===== config.mk =====
export PLATFORM = sky130hd
export DESIGN_NAME = store_fwd_buffer
export DESIGN_NICKNAME = d
export VERILOG_FILES = /design/src/rtl/sb_pkg.sv /design/src/rtl/sb_queue.sv /design/src/rtl/sb_match.sv /design/src/rtl/sb_port.sv /design/src/rtl/store_fwd_buffer.sv
export SDC_FILE = /design/constraint.sdc
export NUM_CORES = 1
export LEC_CHECK = 0
export BUFFER_PORTS_ARGS = -buffer_cell sky130_fd_sc_hd__buf_4
export CAP_MARGIN = 10
export CORE_MARGIN = 2
export CORE_UTILIZATION = 55
export CTS_BUF_LIST = sky130_fd_sc_hd__clkbuf_16
export DETAILED_ROUTE_END_ITERATION = 16
export PLACE_DENSITY = 0.77
export SYNTH_ARGS = -nofsm -noshare
export SYNTH_HDL_FRONTEND = slang
export SYNTH_SLANG_ARGS = --single-unit

===== constraint.sdc =====
create_clock -name clk -period 12 [get_ports clk]
set_input_delay 1.2 -clock clk [delete_from_list [all_inputs] [get_ports clk]]
set_output_delay 1.2 -clock clk [all_outputs]
set_load 0.05 [all_outputs]

===== src/rtl/sb_pkg.sv =====
package sb_pkg;
  typedef enum logic [1:0] {
    PORT_IDLE  = 2'd0,
    PORT_READ  = 2'd1,
    PORT_WRITE = 2'd2
  } port_use_e;
endpackage


===== src/rtl/sb_queue.sv =====
module sb_queue #(
  parameter int ADDR_W = 8,
  parameter int DATA_W = 16,
  parameter int DEPTH  = 4,
  localparam int PTR_W = $clog2(DEPTH),
  localparam int CNT_W = $clog2(DEPTH + 1)
) (
  input  logic                          clk,
  input  logic                          rst,
  input  logic                          push,
  input  logic [ADDR_W-1:0]             push_addr,
  input  logic [DATA_W-1:0]             push_data,
  input  logic                          pop,
  input  logic [PTR_W-1:0]              rd_idx,
  output logic [DATA_W-1:0]             rd_data,
  output logic [DATA_W-1:0]             head_data,
  output logic [ADDR_W-1:0]             head_addr,
  output logic [PTR_W-1:0]              head_ptr,
  output logic [CNT_W-1:0]              count,
  output logic [DEPTH-1:0][ADDR_W-1:0]  addr_vec
);
  logic [PTR_W-1:0]  head_q, tail_q;
  logic [CNT_W-1:0]  count_q;
  logic [ADDR_W-1:0] addr_q [DEPTH];
  logic [DATA_W-1:0] data_q [DEPTH];

  always_ff @(posedge clk) begin
    if (rst) begin
      head_q  <= '0;
      tail_q  <= '0;
      count_q <= '0;
    end else begin
      if (push) tail_q <= tail_q + 1'b1;
      if (pop)  head_q <= head_q + 1'b1;
      count_q <= count_q + CNT_W'(push) - CNT_W'(pop);
    end
  end

  // data storage without reset so it maps onto distributed RAM
  always_ff @(posedge clk) begin
    if (push) begin
      addr_q[tail_q] <= push_addr;
      data_q[tail_q] <= push_data;
    end
  end

  for (genvar g = 0; g < DEPTH; g++) begin : g_addr_out
    assign addr_vec[g] = addr_q[g];
  end

  assign rd_data   = data_q[rd_idx];
  assign head_data = data_q[head_q];
  assign head_addr = addr_q[head_q];
  assign head_ptr  = head_q;
  assign count     = count_q;

  AST_NO_OVERFLOW: assert property (@(posedge clk) disable iff (rst)
    push |-> (count_q != CNT_W'(DEPTH)));
  AST_NO_UNDERFLOW: assert property (@(posedge clk) disable iff (rst)
    pop |-> (count_q != '0));
  AST_FULL_HOLDS: assert property (@(posedge clk) disable iff (rst)
    (count_q == CNT_W'(DEPTH) && !pop) |=> (count_q == CNT_W'(DEPTH)));
endmodule


===== src/rtl/sb_match.sv =====
module sb_match #(
  parameter int ADDR_W = 8,
  parameter int DEPTH  = 4,
  localparam int PTR_W = $clog2(DEPTH),
  localparam int CNT_W = $clog2(DEPTH + 1)
) (
  input  logic [DEPTH-1:0][ADDR_W-1:0] addr_vec,
  input  logic [PTR_W-1:0]             head_ptr,
  input  logic [CNT_W-1:0]             count,
  input  logic [ADDR_W-1:0]            q_addr,
  output logic                         hit,
  output logic [PTR_W-1:0]             sel_idx
);
  logic [PTR_W-1:0] idx;

  // walk from oldest to youngest; the last match found is the youngest
  always_comb begin
    hit     = 1'b0;
    sel_idx = '0;
    idx     = '0;
    for (int k = 0; k < DEPTH; k++) begin
      idx = head_ptr + PTR_W'(k);
      if ((CNT_W'(k) < count) && (addr_vec[idx] == q_addr)) begin
        hit     = 1'b1;
        sel_idx = idx;
      end
    end
  end
endmodule


===== src/rtl/sb_port.sv =====
module sb_port
  import sb_pkg::*;
#(
  parameter int ADDR_W = 8,
  parameter int DATA_W = 16
) (
  input  logic              clk,
  input  logic              rst,
  input  logic              ld_valid,
  input  logic [ADDR_W-1:0] ld_addr,
  output logic              ld_ready,
  input  logic              fwd_hit,
  input  logic [DATA_W-1:0] fwd_data,
  input  logic              q_nonempty,
  input  logic [ADDR_W-1:0] head_addr,
  input  logic [DATA_W-1:0] head_data,
  output logic              pop,
  output logic              mem_req,
  output logic              mem_we,
  output logic [ADDR_W-1:0] mem_addr,
  output logic [DATA_W-1:0] mem_wdata,
  input  logic [DATA_W-1:0] mem_rdata,
  input  logic              mem_ready,
  output logic              rsp_valid,
  output logic [DATA_W-1:0] rsp_data,
  output logic              rsp_hit
);
  logic              busy_q;
  logic [ADDR_W-1:0] pend_q;
  logic              ld_fire, rd_now;
  logic [ADDR_W-1:0] rd_addr;
  port_use_e         use_c;

  assign ld_ready = !busy_q;
  assign ld_fire  = ld_valid && !busy_q;
  assign rd_now   = busy_q || (ld_fire && !fwd_hit);
  assign rd_addr  = busy_q ? pend_q : ld_addr;

  always_comb begin
    if (rd_now)          use_c = PORT_READ;
    else if (q_nonempty) use_c = PORT_WRITE;
    else                 use_c = PORT_IDLE;
  end

  assign mem_req   = (use_c != PORT_IDLE);
  assign mem_we    = (use_c == PORT_WRITE);
  assign mem_addr  = (use_c == PORT_READ) ? rd_addr : head_addr;
  assign mem_wdata = head_data;
  assign pop       = (use_c == PORT_WRITE) && mem_ready;

  always_ff @(posedge clk) begin
    if (rst) begin
      busy_q    <= 1'b0;
      pend_q    <= '0;
      rsp_valid <= 1'b0;
      rsp_hit   <= 1'b0;
      rsp_data  <= '0;
    end else begin
      busy_q <= rd_now && !mem_ready;
      if (ld_fire) pend_q <= ld_addr;
      if (ld_fire && fwd_hit) begin
        rsp_valid <= 1'b1;
        rsp_hit   <= 1'b1;
        rsp_data  <= fwd_data;
      end else if (rd_now && mem_ready) begin
        rsp_valid <= 1'b1;
        rsp_hit   <= 1'b0;
        rsp_data  <= mem_rdata;
      end else begin
        rsp_valid <= 1'b0;
      end
    end
  end

  AST_LOAD_FIRST: assert property (@(posedge clk) disable iff (rst)
    (ld_fire && !fwd_hit) |-> !pop);
  AST_FWD_NEXT_CYCLE: assert property (@(posedge clk) disable iff (rst)
    (ld_fire && fwd_hit) |=> (rsp_valid && rsp_hit));
  AST_MISS_AFTER_READY: assert property (@(posedge clk) disable iff (rst)
    (rsp_valid && !rsp_hit) |-> $past(mem_ready && mem_req && !mem_we));
  AST_READ_HELD: assert property (@(posedge clk) disable iff (rst)
    (mem_req && !mem_we && !mem_ready) |=> (mem_req && !mem_we && $stable(mem_addr)));
endmodule


===== src/rtl/store_fwd_buffer.sv =====
module store_fwd_buffer #(
  parameter int ADDR_W = 8,
  parameter int DATA_W = 16,
  parameter int DEPTH  = 4
) (
  input  logic              clk,
  input  logic              rst,
  input  logic              st_valid,
  output logic              st_ready,
  input  logic [ADDR_W-1:0] st_addr,
  input  logic [DATA_W-1:0] st_data,
  input  logic              ld_valid,
  output logic              ld_ready,
  input  logic [ADDR_W-1:0] ld_addr,
  output logic              ld_rsp_valid,
  output logic [DATA_W-1:0] ld_rsp_data,
  output logic              ld_rsp_hit,
  output logic              mem_req,
  output logic              mem_we,
  output logic [ADDR_W-1:0] mem_addr,
  output logic [DATA_W-1:0] mem_wdata,
  input  logic [DATA_W-1:0] mem_rdata,
  input  logic              mem_ready,
  output logic              empty
);
  localparam int PTR_W = $clog2(DEPTH);
  localparam int CNT_W = $clog2(DEPTH + 1);

  logic                         push, pop, fwd_hit;
  logic [PTR_W-1:0]             sel_idx, head_ptr;
  logic [CNT_W-1:0]             count;
  logic [DATA_W-1:0]            fwd_data, head_data;
  logic [ADDR_W-1:0]            head_addr;
  logic [DEPTH-1:0][ADDR_W-1:0] addr_vec;

  assign st_ready = (count != CNT_W'(DEPTH));
  assign push     = st_valid && st_ready;
  assign empty    = (count == '0);

  sb_queue #(.ADDR_W(ADDR_W), .DATA_W(DATA_W), .DEPTH(DEPTH)) queue_i (
    .clk(clk), .rst(rst), .push(push), .push_addr(st_addr), .push_data(st_data),
    .pop(pop), .rd_idx(sel_idx), .rd_data(fwd_data), .head_data(head_data),
    .head_addr(head_addr), .head_ptr(head_ptr), .count(count), .addr_vec(addr_vec)
  );

  sb_match #(.ADDR_W(ADDR_W), .DEPTH(DEPTH)) match_i (
    .addr_vec(addr_vec), .head_ptr(head_ptr), .count(count), .q_addr(ld_addr),
    .hit(fwd_hit), .sel_idx(sel_idx)
  );

  sb_port #(.ADDR_W(ADDR_W), .DATA_W(DATA_W)) port_i (
    .clk(clk), .rst(rst), .ld_valid(ld_valid), .ld_addr(ld_addr), .ld_ready(ld_ready),
    .fwd_hit(fwd_hit), .fwd_data(fwd_data), .q_nonempty(!empty),
    .head_addr(head_addr), .head_data(head_data), .pop(pop),
    .mem_req(mem_req), .mem_we(mem_we), .mem_addr(mem_addr), .mem_wdata(mem_wdata),
    .mem_rdata(mem_rdata), .mem_ready(mem_ready),
    .rsp_valid(ld_rsp_valid), .rsp_data(ld_rsp_data), .rsp_hit(ld_rsp_hit)
  );

  AST_EMPTY_NO_WRITE: assert property (@(posedge clk) disable iff (rst)
    empty |-> !(mem_req && mem_we));
  AST_HIT_NO_READ: assert property (@(posedge clk) disable iff (rst)
    (ld_valid && ld_ready && fwd_hit) |-> !(mem_req && !mem_we));
  AST_STALLED_STORE_KEPT: assert property (@(posedge clk) disable iff (rst)
    (st_valid && !st_ready && !pop) |=> !st_ready);
endmodule


==> flow_metrics.py, run 1 <==
metrics = {
    "clocking": {
        "cts.sinks": 132,
        "post-cts-setup-buffer-count": 0,
        "htreeDepth": 4,
        "cts.reportedPaths.clkPinSlew_ns": 0.06,
        "postCtsHoldBufs": 0,
        "cts_inserted_buffers": 17,
        "clock_latency_ns": 0.43,
        "cts_tree": "built",
        "cts-root-buf": "clkbuf_16",
        "ctsResizeCount": 0,
        "cts_buffer_depth": 2,
    },
    "yosys": {
        "syn_inst": 652,
        "synth_edf_count": 96,
        "async_flop_share": 0,
        "yosysMostFrequentCell": "edfxtp_1",
        "synthesis.nets": 714,
        "seq_area_frac_synth": 0.473,
        "yosysTopAreaCell": "edfxtp_1",
        "syn_area_mm2": 0.00762,
        "ys_types": 53,
        "ys_top_cells_by_area": "edfxtp_1 38%, mux4_2 12%, dfxtp_1 9.5%, mux2i_1 5.5%, nand2_1 3.6%",
        "ys_top_cells_by_count": "96 x edfxtp_1, 74 x nand2_1, 42 x mux2i_1, 40 x mux4_2",
        "yosysTopAreaCellShare": 0.378,
        "ys.flop_type": "edfxtp_1",
        "syn_area_per_cell_um2": 11.7,
        "yosysWarnings": 0,
        "ys_seq_elements": 132,
    },
    "cells_and_area": {
        "nets": 787,
        "post-route-cell-area_mm2": 0.00902,
        "utilization": 0.657,
        "fillCellCount": 1010,
        "layout-drive-gt1-share": 0.280,
        "area_growth_pct": 18.3,
        "fin_cells": 918,
        "diodes": 0,
    },
    "drt": {
        "vias": 5826,
        "dr.pass1.iters": 5,
        "drt-total-wl_um": 19500,
        "via_per_inst": 6.35,
        "drc": 0,
        "antenna_left": 0,
        "drt_iter0_markers": 653,
        "wl_per_cell_um": 21.2,
    },
    "power_and_ir_drop": {
        "leakagePower_nw": 3.26,
        "powerDensity_mw_per_mm2": 180,
        "ir_worst_vdd_mv": 0.107,
    },
    "sta": {
        "rsz0062_at_grt": "no",
        "setup_ws_ns": 5.90,
        "setup_violations": 0,
        "fmax_mhz": 164,
        "setup_tns_ns": 0,
        "drv_slew": 0,
        "hold_viol": 0,
        "relSlewSlack": 0.177,
        "layout_min_cycle_time_ns": 6.10,
        "clock_skew_ns": 0.00843,
        "fin_crit_sh": 0.508,
        "worst_pin_slew_ns": 1.23,
    },
    "worst_hold_path": {
        "hold_path.class": "reg2reg",
    },
    "worst_setup_path": {
        "critPathLaunch": "queue_i.head_ptr[0]",
        "worst-setup-path-type": "reg2out",
        "cp-end-kind": "output pin",
        "ff2ff_setup_slack_ns": 7.02,
        "r2r_cells": 12,
        "r2r-start": "queue_i.head_ptr[0]",
        "rr_endpoint": "queue_i.count[1]",
        "cp_data_arrival_time_ns": 4.90,
        "cp.required_ns": 10.80,
        "start_kind": "flip-flop",
        "path_max_fanout": 82,
        "critPathCapture": "mem_addr[2]",
    },
    "placement": {
        "hpwlAfterDp_um": 12500,
        "dpl_worst_slack_ns": 6.37,
        "io_buffers": 99,
        "place_area_mm2": 0.00843,
        "dp_cells": 886,
        "routabilityCongestion": 0.866,
    },
    "grt": {
        "antenna_found_initial": 0,
        "grt_pass1_wl_um": 29800,
        "grt_max_degree": 83,
        "gr-total-overflow": 0,
        "track_usage": 0.268,
        "grt_pass1_vias": 5784,
    },
    "floorplan": {
        "io_pins": 100,
        "rows": 43,
        "dieWidth_um": 122,
        "die_h_um": 122,
        "start_util": 0.556,
        "core_mm2": 0.0137,
        "dieArea_mm2": 0.0148,
    },
    "status": {
        "outcome": "complete, no violations",
    },
    "job": {
        "maxCapViolations": 0,
    },
}
==> cells by family (layout without fill, tap and decap cells) <==
family / after synthesis / count (layout) / share of synthesized area
xor+xnor: 33 / 33 / 0.0379
simple gates: 200 / 200 / 0.133
buf+inv: 68 / 154 / 0.0392
mux: 103 / 103 / 0.204
fa+ha+maj: 9 / 9 / 0.0158
compound gates: 107 / 107 / 0.0973
flops: 132 / 132 / 0.473
==> layout make-up <==
class	instances	area [um^2]	area share
clock buffer	17	425	0.0472
clock inverter	15	164	0.0182
multi-input combinational	452	3720	0.413
tap	180	225	0.0250
sequential	132	3610	0.400
timing repair buffer	111	833	0.0924
inverter	11	41.3	0.00458
==> cells in the final DEF (no fill, tap or decap), drive strengths merged, types with 3 or more instances in the layout <==
cell      n
nand2    74
edfxtp   96
a311oi   15
mux4     40
mux2i    42
xor2     10
inv      14
ha        8
a21oi    33
and4     15
clkinv    7
nor3      8
xnor2    23
nand3    26
dfxtp    36
a31oi    17
or3       7
o211ai    3
nor2b     7
nand4    16
bufinv    3
and3      4
o21ai    12
clkbuf   17
a211o    16
nand2b    3
buf     111
mux2     21
nor2     33
==> worst max-delay path, stage by stage (launching register included) <==
cell     delay (ns)
dfxtp_4        1.02
inv_2          0.61
mux4_2         0.44
nor3b_1        0.16
nor3_1         0.25
nor3b_1        0.15
nor4b_2        0.63
nand2_1        0.51
mux2i_1        0.22
o21ai_0        0.20
buf_4          0.24
==> sequential cells by signal, summed over array words and instances (netlist names), named ones only <==
name / cells
port_i.busy_q: 1
port_i.pend_q: 8
port_i.rsp_data: 16
port_i.rsp_hit: 1
port_i.rsp_valid: 1
queue_i.addr_q: 32
queue_i.count: 3
queue_i.data_q: 64
queue_i.head_ptr: 2
queue_i.tail_q: 2
==> worst min path at each step <==
stage          depth (start not counted)          endpoint  slack (ns)              from
5_1_grt                                2  port_i.pend_q[5]        0.49  port_i.pend_q[5]
4_1_cts                                2  port_i.pend_q[7]        0.46  port_i.pend_q[7]
2_1_floorplan                          2  port_i.pend_q[0]        0.44  port_i.pend_q[0]
3_3_place_gp                           2  port_i.pend_q[7]        0.44  port_i.pend_q[7]
6_report                               2  port_i.pend_q[7]        0.46  port_i.pend_q[7]
3_5_place_dp                           2  port_i.pend_q[7]        0.45  port_i.pend_q[7]
==> through the flow <==
step                hold slack, ns  power (mW)
detailed placement           0.448        1.11
finish                       0.455        1.63
CTS                          0.457        1.63
global placement             0.441        1.09
global route                 0.485        1.69
floorplan                    0.437       0.968
==> metal layers <==
metal	part of all wire	GRT usage
met3	0.072	0.0646
met5	0	0
met1	0.41	0.346
met4	0.015	0.0970
met2	0.50	0.445
==> report_power, final <==
group / total (mW) / internal [mW] / switching [mW]
clock network: 0.520 / 0.324 / 0.196
logic: 0.502 / 0.197 / 0.305
registers: 0.605 / 0.548 / 0.0575
Note: power is estimated with default switching activity, not from simulation.
==> run 2: changes to the inputs <==
- CORE_UTILIZATION: 55 -> 53
- clock period: 12 -> 5.1 ns (I/O delays scaled with it)
==> flow_metrics.py, run 2 (synthesized netlist as in run 1, its figures left out) <==
metrics = {
    "status": {
        "outcome": "complete, no violations",
    },
    "floorplan": {
        "core_mm2": 0.0140,
        "dieArea_mm2": 0.0154,
        "dieWidth_um": 124,
        "rows": 43,
        "io_pins": 100,
        "die_h_um": 124,
        "start_util": 0.545,
    },
    "cells_and_area": {
        "ff_latch_area_mm2": 0.00361,
        "nets": 793,
        "reg_top3": "queue_i.data_q: 64 flops, queue_i.addr_q: 32 flops, port_i.rsp_data: 16 flops",
        "regMostFlops": "queue_i.data_q",
        "layout_commonest_cell": "buf_4",
        "fillCellCount": 1061,
        "area_growth_pct": 18.5,
        "diodes": 0,
        "fin_cells": 924,
        "largest_reg_flops": 64,
        "mostFrequentLayoutCells": "117 x buf_4, 96 x edfxtp_1, 73 x nand2_1",
        "multiInputGateArea_mm2": 0.00372,
        "layout-drive-gt1-share": 0.286,
    },
    "drt": {
        "drt-total-wl_um": 19800,
        "vias": 5925,
        "drc": 0,
        "wl_per_cell_um": 21.4,
        "drt_iter0_markers": 892,
        "via_per_inst": 6.41,
        "dr.pass1.iters": 8,
        "antenna_left": 0,
    },
    "sta": {
        "drv_slew": 0,
        "rsz0062_at_grt": "no",
        "fin_crit_sh": 0.901,
        "fmax_mhz": 218,
        "hold_viol": 0,
        "worst_pin_slew_ns": 1.11,
        "layout_min_cycle_time_ns": 4.59,
        "clock_skew_ns": 0.00943,
        "setup_violations": 0,
        "relSlewSlack": 0.254,
        "setup_tns_ns": 0,
    },
    "worst_setup_path": {
        "path_max_fanout": 40,
        "cp_data_arrival_time_ns": 4.08,
        "max_stage_delay_ns": 0.72,
        "start_kind": "flip-flop",
        "rr_endpoint": "port_i.rsp_data[11]",
        "critical-path-top-delay-family": "simple AND/OR/NAND/NOR gates",
        "path_buf_inv": 2,
        "worstPathCellList": "buf_4 > mux2i_1 > xnor2_1 > nor3_1 > a31oi_1 > or3_1 > nor4b_2 > nand2_2 > mux2i_1 > o21ai_0 > buf_4",
        "cp.required_ns": 4.59,
        "r2r-start": "queue_i.head_ptr[0]",
        "cp-end-kind": "output pin",
        "slowest_stage": "dfxtp_4",
        "worst-setup-path-type": "reg2out",
        "ff2ff_setup_slack_ns": 0.64,
        "r2r_cells": 13,
    },
    "placement": {
        "routabilityCongestion": 0.836,
        "io_buffers": 99,
        "dp_cells": 892,
        "hpwlAfterDp_um": 12700,
    },
    "grt": {
        "antenna_found_initial": 0,
        "gr-total-overflow": 0,
        "grt_pass1_vias": 5747,
        "track_usage": 0.270,
        "grt_pass1_wl_um": 30800,
        "grt_max_degree": 53,
    },
    "clocking": {
        "htreeDepth": 4,
        "cts.reportedPaths.clkPinSlew_ns": 0.06,
        "postCtsHoldBufs": 0,
        "cts_buffer_depth": 2,
        "cts_tree": "built",
        "clock_latency_ns": 0.43,
        "cts.sinks": 132,
        "cts_inserted_buffers": 17,
        "cts-root-buf": "clkbuf_16",
    },
    "power_and_ir_drop": {
        "leakagePower_nw": 3.29,
        "ir_worst_vdd_mv": 0.246,
        "powerDensity_mw_per_mm2": 416,
    },
    "worst_hold_path": {
        "holdPathEnd": "queue_i.data_q[3][7]",
        "min-delay-start": "st_data[7]",
        "hold_path.class": "in2reg",
        "min_path_cells": 1,
    },
    "job": {
        "maxCapViolations": 0,
    },
}
## run 2: worst register-to-register path: cells and delay by family (launching register included)
kind	cells	cell delay [ns]
AOI/OAI and AO/OA	3	1.36
xor gates and xnor gates	1	0.17
buffers and inverters	3	1.16
DFF	1	0.72
muxes	2	0.49
and+or+nand+nor	4	0.47
## run 2: power breakdown
part / switching [mW] / leakage (nW) / internal [mW]
clock network: 0.438 / 0.280 / 0.703
logic: 0.742 / 1.83 / 0.468
registers: 0.117 / 1.18 / 1.29
## run 2: stage by stage
stage	power (mW)	setup WS [ns]	utilization	instance area (um^2)	hold slack, ns
4_1_cts	3.76	0.223	0.645	9030	0.270
6_report	3.76	0.506	0.646	9030	0.284
3_5_place_dp	2.62	0.626	0.606	8470	0.452
3_3_place_gp	2.58	0.742	0.606	8470	0.442
5_1_grt	3.91	0.147	0.646	9030	0.276
2_1_floorplan	2.28	0.618	-	7620	0.437
## run 2: timing repair
| action | 4_1_cts | 5_1_grt |
|---|---|---|
| endpoints found under the setup margin | 0 | 8 |
| endpoints found under the hold margin | 0 | 0 |
| setup buffers | 0 | 0 |
| gates resized for setup | 0 | 2 |
## run 2: area by class of cell
cell class                      count  area share
Multi-Input combinational cell    452       0.412
Sequential cell                   132       0.400
Tap cell                          180      0.0249
Timing Repair Buffer              117      0.0973
Clock buffer                       17      0.0471
Inverter                           11     0.00457
Clock inverter                     15      0.0143
## run 2: worst max path at each step
stage | start | to | slack, ns | depth (start not counted)
2_1_floorplan | ld_addr[2] | mem_addr[2] | 0.62 | 9
3_3_place_gp | queue_i.head_ptr[1] | port_i.rsp_data[13] | 0.74 | 11
3_5_place_dp | queue_i.head_ptr[1] | queue_i.count[1] | 0.63 | 13
4_1_cts | queue_i.head_ptr[1] | mem_addr[3] | 0.22 | 10
5_1_grt | queue_i.head_ptr[0] | mem_addr[7] | 0.15 | 11
6_report | queue_i.head_ptr[0] | mem_addr[3] | 0.51 | 11
## run 2: metal layers
| metal | vias up | track usage | share of wire |
|---|---|---|---|
| met3 | 36 | 0.0472 | 0.078 |
| met2 | 355 | 0.422 | 0.48 |
| met1 | 2876 | 0.370 | 0.42 |
| li1 | 2658 | - | - |
| met5 | - | 0 | 0 |
| met4 | 0 | 0.126 | 0.028 |
